[src/rtl/pin_edge_wake.sv]
module pin_edge_wake #(
  parameter int WIDTH = 8
) (
  input  logic             clk,
  input  logic             rst_n,
  input  logic [WIDTH-1:0] pins,
  input  logic             edge_we,
  input  logic             en_we,
  input  logic             pend_we,
  input  logic [WIDTH-1:0] wdata,
  output logic [WIDTH-1:0] edge_sel,
  output logic [WIDTH-1:0] en_n,
  output logic [WIDTH-1:0] pend,
  output logic             irq,
  output logic             wake
);

  localparam int ARM = 3;

  logic [WIDTH-1:0] sync1, sync2, prev;
  logic [ARM-1:0]   arm;
  logic [WIDTH-1:0] rise, fall, hit, clr, fresh;

  always_ff @(posedge clk or negedge rst_n) begin
    if (!rst_n) begin
      sync1 <= '0;
      sync2 <= '0;
      prev  <= '0;
      arm   <= '0;
    end else begin
      sync1 <= pins;
      sync2 <= sync1;
      prev  <= sync2;
      arm   <= {arm[ARM-2:0], 1'b1};
    end
  end

  assign rise  = sync2 & ~prev;
  assign fall  = ~sync2 & prev;
  assign hit   = (edge_sel & fall) | (~edge_sel & rise);
  assign clr   = pend_we ? wdata : '0;
  assign fresh = hit & ~en_n & ~(pend & ~clr) & {WIDTH{arm[ARM-1]}};

  always_ff @(posedge clk or negedge rst_n) begin
    if (!rst_n) begin
      edge_sel <= '1;
      en_n     <= '1;
      pend     <= '0;
      irq      <= 1'b0;
    end else begin
      if (edge_we) edge_sel <= wdata;
      if (en_we)   en_n     <= wdata;
      pend <= (pend & ~clr) | fresh;
      irq  <= |fresh;
    end
  end

  assign wake = |(pend & ~en_n);

endmodule

[config.mk]
export PLATFORM = sky130hd
export DESIGN_NAME = pin_edge_wake
export DESIGN_NICKNAME = d
export VERILOG_FILES = /design/src/rtl/pin_edge_wake.sv
export SDC_FILE = /design/constraint.sdc
export NUM_CORES = 1
export LEC_CHECK = 0
export BUFFER_PORTS_ARGS = -buffer_cell sky130_fd_sc_hd__buf_4
export CORE_AREA = 5 5 68 70
export DETAILED_ROUTE_END_ITERATION = 6
export DIE_AREA = 0 0 73 75
export GPL_TIMING_DRIVEN = 0
export PLACE_DENSITY = 0.81
export SYNTH_ARGS = -nofsm -noshare
export SYNTH_HDL_FRONTEND = slang
export SYNTH_SLANG_ARGS = --single-unit
[constraint.sdc]
create_clock -name clk -period 1.6 [get_ports clk]
set_clock_uncertainty 0.15 [all_clocks]
set_input_delay 0.16 -clock clk [delete_from_list [all_inputs] [get_ports clk]]
set_output_delay 0.16 -clock clk [all_outputs]
set_load 0.03 [all_outputs]
==> flow_summary.yaml <==
critical_path:
  cp-end-kind: "primary output"
  cp_max_fo: 2
  cp.arrival_ns: 1.41
  startpoint_type: "flop"
  worstPathRequired_ns: 1.29
  crit_type: "flop to primary output"
placed_design:
  postPlaceCellArea_um2: 2350
  dp.cells: 243
  gp_congestion: 0.866
  dp_hpwl_mm: 2.94
  portBuffers: 44
  post-place-ws_ns: -0.131
final_layout:
  fin_area_um2: 2810
  drive_gt1_share_pct: 46.1
  nets: 252
  layout.cells.non_filler: 282
  fillers: 269
  fin_util_pct: 71.8
  syn2layout_area_growth_pct: 43.3
  num_antenna_cells: 0
pwr:
  power_mw: 3.14
  ir_drop_v: 0.000797
  leakagePower_nw: 1.28
  powerDensity_nw_per_um2: 1120
clock_tree:
  clk_latency_ns: 0.30
  cts_buffers: 5
  cts_tree: "built"
  root_buffer: "clkbuf_8"
  cts.sinks: 52
  htree_levels: 2
  cts.clk_slew.worst_paths_ns: 0.09
  cts_buffer_depth: 2
floorplanning:
  initial_core_util_pct: 50.1
  die_h_um: 75
  rows: 23
  die_w_um: 73
  ios: 47
  design.die.area_um2: 5480
  core_area_um2: 3910
sta:
  period_minus_slack_ns: 1.72
  worst_slew_pin_slew_ns: 0.603
  setup-violations-final: 2
  drv_slew: 0
  fmax_mhz: 580
  hold_slack_ns: 0.0804
  fin_tns_setup_ns: -0.126
  relSlewSlack_pct: 59.8
  fin_ws_ns: -0.123
  hold_viol: 0
  rsz0062_at_grt: "true"
  period_share_pct: 108
synth:
  synth-edff-count: 0
  synth_cell_types: 29
  synth-seq-area-share_pct: 67.3
  synthArstFlopShare_pct: 100
  synth-main-ff-cell: "dfrtp_1"
  synth_area_leaders: "dfrtp_1, dfstp_2, nand2_1"
  synth_most_common_cell: "dfrtp_1"
  synthTopCellsByCount: "dfrtp_1, nand2_1, dfstp_2, inv_1"
  synth-seq-cells: 52
  yosysWarnings: 0
  synth_top_cell_area_share_pct: 45.9
  synth_cells: 149
  syn_nets: 170
  synthesis.area_um2: 1960
  yosysTopAreaCell: "dfrtp_1"
  synth.avg_cell_area_um2: 13.2
detailed_routing:
  firstDrtPassIters: 4
  drt-initial-drc-count: 85
  antenna_left: 0
  drcViolationCount: 0
  routed_wl_mm: 4.54
  num_vias: 1465
  viasPerCell: 5.20
  drt-wirelength-per-cell_um: 16.1
global_routing:
  grt_use_total_pct: 18.2
  grt_pass1_vias: 1557
  grt_start_max_net_pins: 53
  grt_pass1_wl_mm: 7.49
  overflow: 0
  grt_antenna_before_repair: 0
status:
  outcome: "finished with violations"
  violations: "setup timing"
min_path:
  hp-class: "primary input to flop"
job:
  maxCapViolations: 0
-- report_power, final --
part	switching [mW]	total, mW	internal (mW)
registers	0.106	1.56	1.45
logic	0.382	0.697	0.315
clock network	0.414	0.879	0.464
total	0.902	3.14	2.23
-- registers in the layout, summed over array words and instances, names as in the netlist --
name      cells
edge_sel      8
en_n          8
pend          8
prev          8
sync1         8
sync2         8
arm           3
irq           1
-- path summary, 6_finish.rpt --
| path | start | slack, ns | cells after the start | endpoint |
|---|---|---|---|---|
| setup / recovery | en_n[0]$_DFFE_PN1P_ | -0.12 | 4 | wake |
| hold / removal | pend_we | 0.08 | 4 | pend[7]$_DFF_PN0_ |
| setup reg to reg | en_n[5]$_DFFE_PN1P_ | 0 | 5 | irq$_DFF_PN0_ |
| hold reg to reg | sync1[4]$_DFF_PN0_ | 0.20 | 0 | sync2[4]$_DFF_PN0_ |
| max in group asynchronous | rst_n | 0.64 | 2 | sync1[3]$_DFF_PN0_ |
| min in group asynchronous | rst_n | 0.26 | 2 | sync2[3]$_DFF_PN0_ |
-- area by class of cell --
type | count | area [µm²] | area share, %
Clock inverter | 2 | 35.0 | 1.25
Multi-Input combinational cell | 86 | 647 | 23.0
Tap cell | 50 | 62.6 | 2.23
Clock buffer | 6 | 72.6 | 2.58
Timing Repair Buffer | 75 | 628 | 22.3
Buffer | 3 | 15.0 | 0.534
Sequential cell | 52 | 1320 | 47.0
Inverter | 8 | 30.0 | 1.07
-- critical path, stage by stage (launching register included) --
cell and delay (ns):
dfstp_2 0.55, inv_2 0.05, a22oi_2 0.18, nand4_1 0.15
buf_6 0.17
-- cells by family after synthesis --
logic type / count (synthesis) / share of synthesized area, %
simple gates: 47 / 13.5
mux: 8 / 4.59
buf+inv: 11 / 2.30
compound gates: 30 / 12.1
other cells: 1 / 0.191
flops: 52 / 67.3
-- routing by layer --
| metal | track usage (%) | share of wire (%) |
|---|---|---|
| met4 | 6.56 | 1.4 |
| met3 | 4.41 | 6.6 |
| met2 | 30.1 | 51 |
| met5 | 0 | 0 |
| met1 | 23.5 | 41 |
-- layout by cell type, fill, tap and decap left out, types with 2 or more instances in the layout --
cell type	synthesis	routed
a21o_1	3	3
a21oi_2	2	2
a221oi_2	3	2
a22o_1	3	3
a22oi_2	0	4
buf_4	1	51
buf_6	0	2
clkbuf_1	2	3
clkbuf_8	0	5
dfrtp_1	36	36
dfstp_2	16	16
dlygate4sd3_1	0	23
inv_1	8	2
inv_2	0	6
mux2_1	3	3
mux2_2	5	5
nand2_1	22	22
nand2_2	4	4
nand2b_1	6	6
nand3b_1	3	3
nand4_1	4	4
o21ai_0	2	2
o21ai_1	6	6
o22ai_1	4	4
or2b_2	3	2
or3b_1	2	2
-- repair_timing --
action | 4_1_cts | 5_1_grt
pin swaps | 7 | 2
endpoints found under the hold margin | 62 | 0
resized for setup | 12 | 4
setup endpoints to repair | 2 | 2
buffers inserted | 7 | 1
hold buffers | 23 | 0
Note: power is estimated with default switching activity, not from simulation.
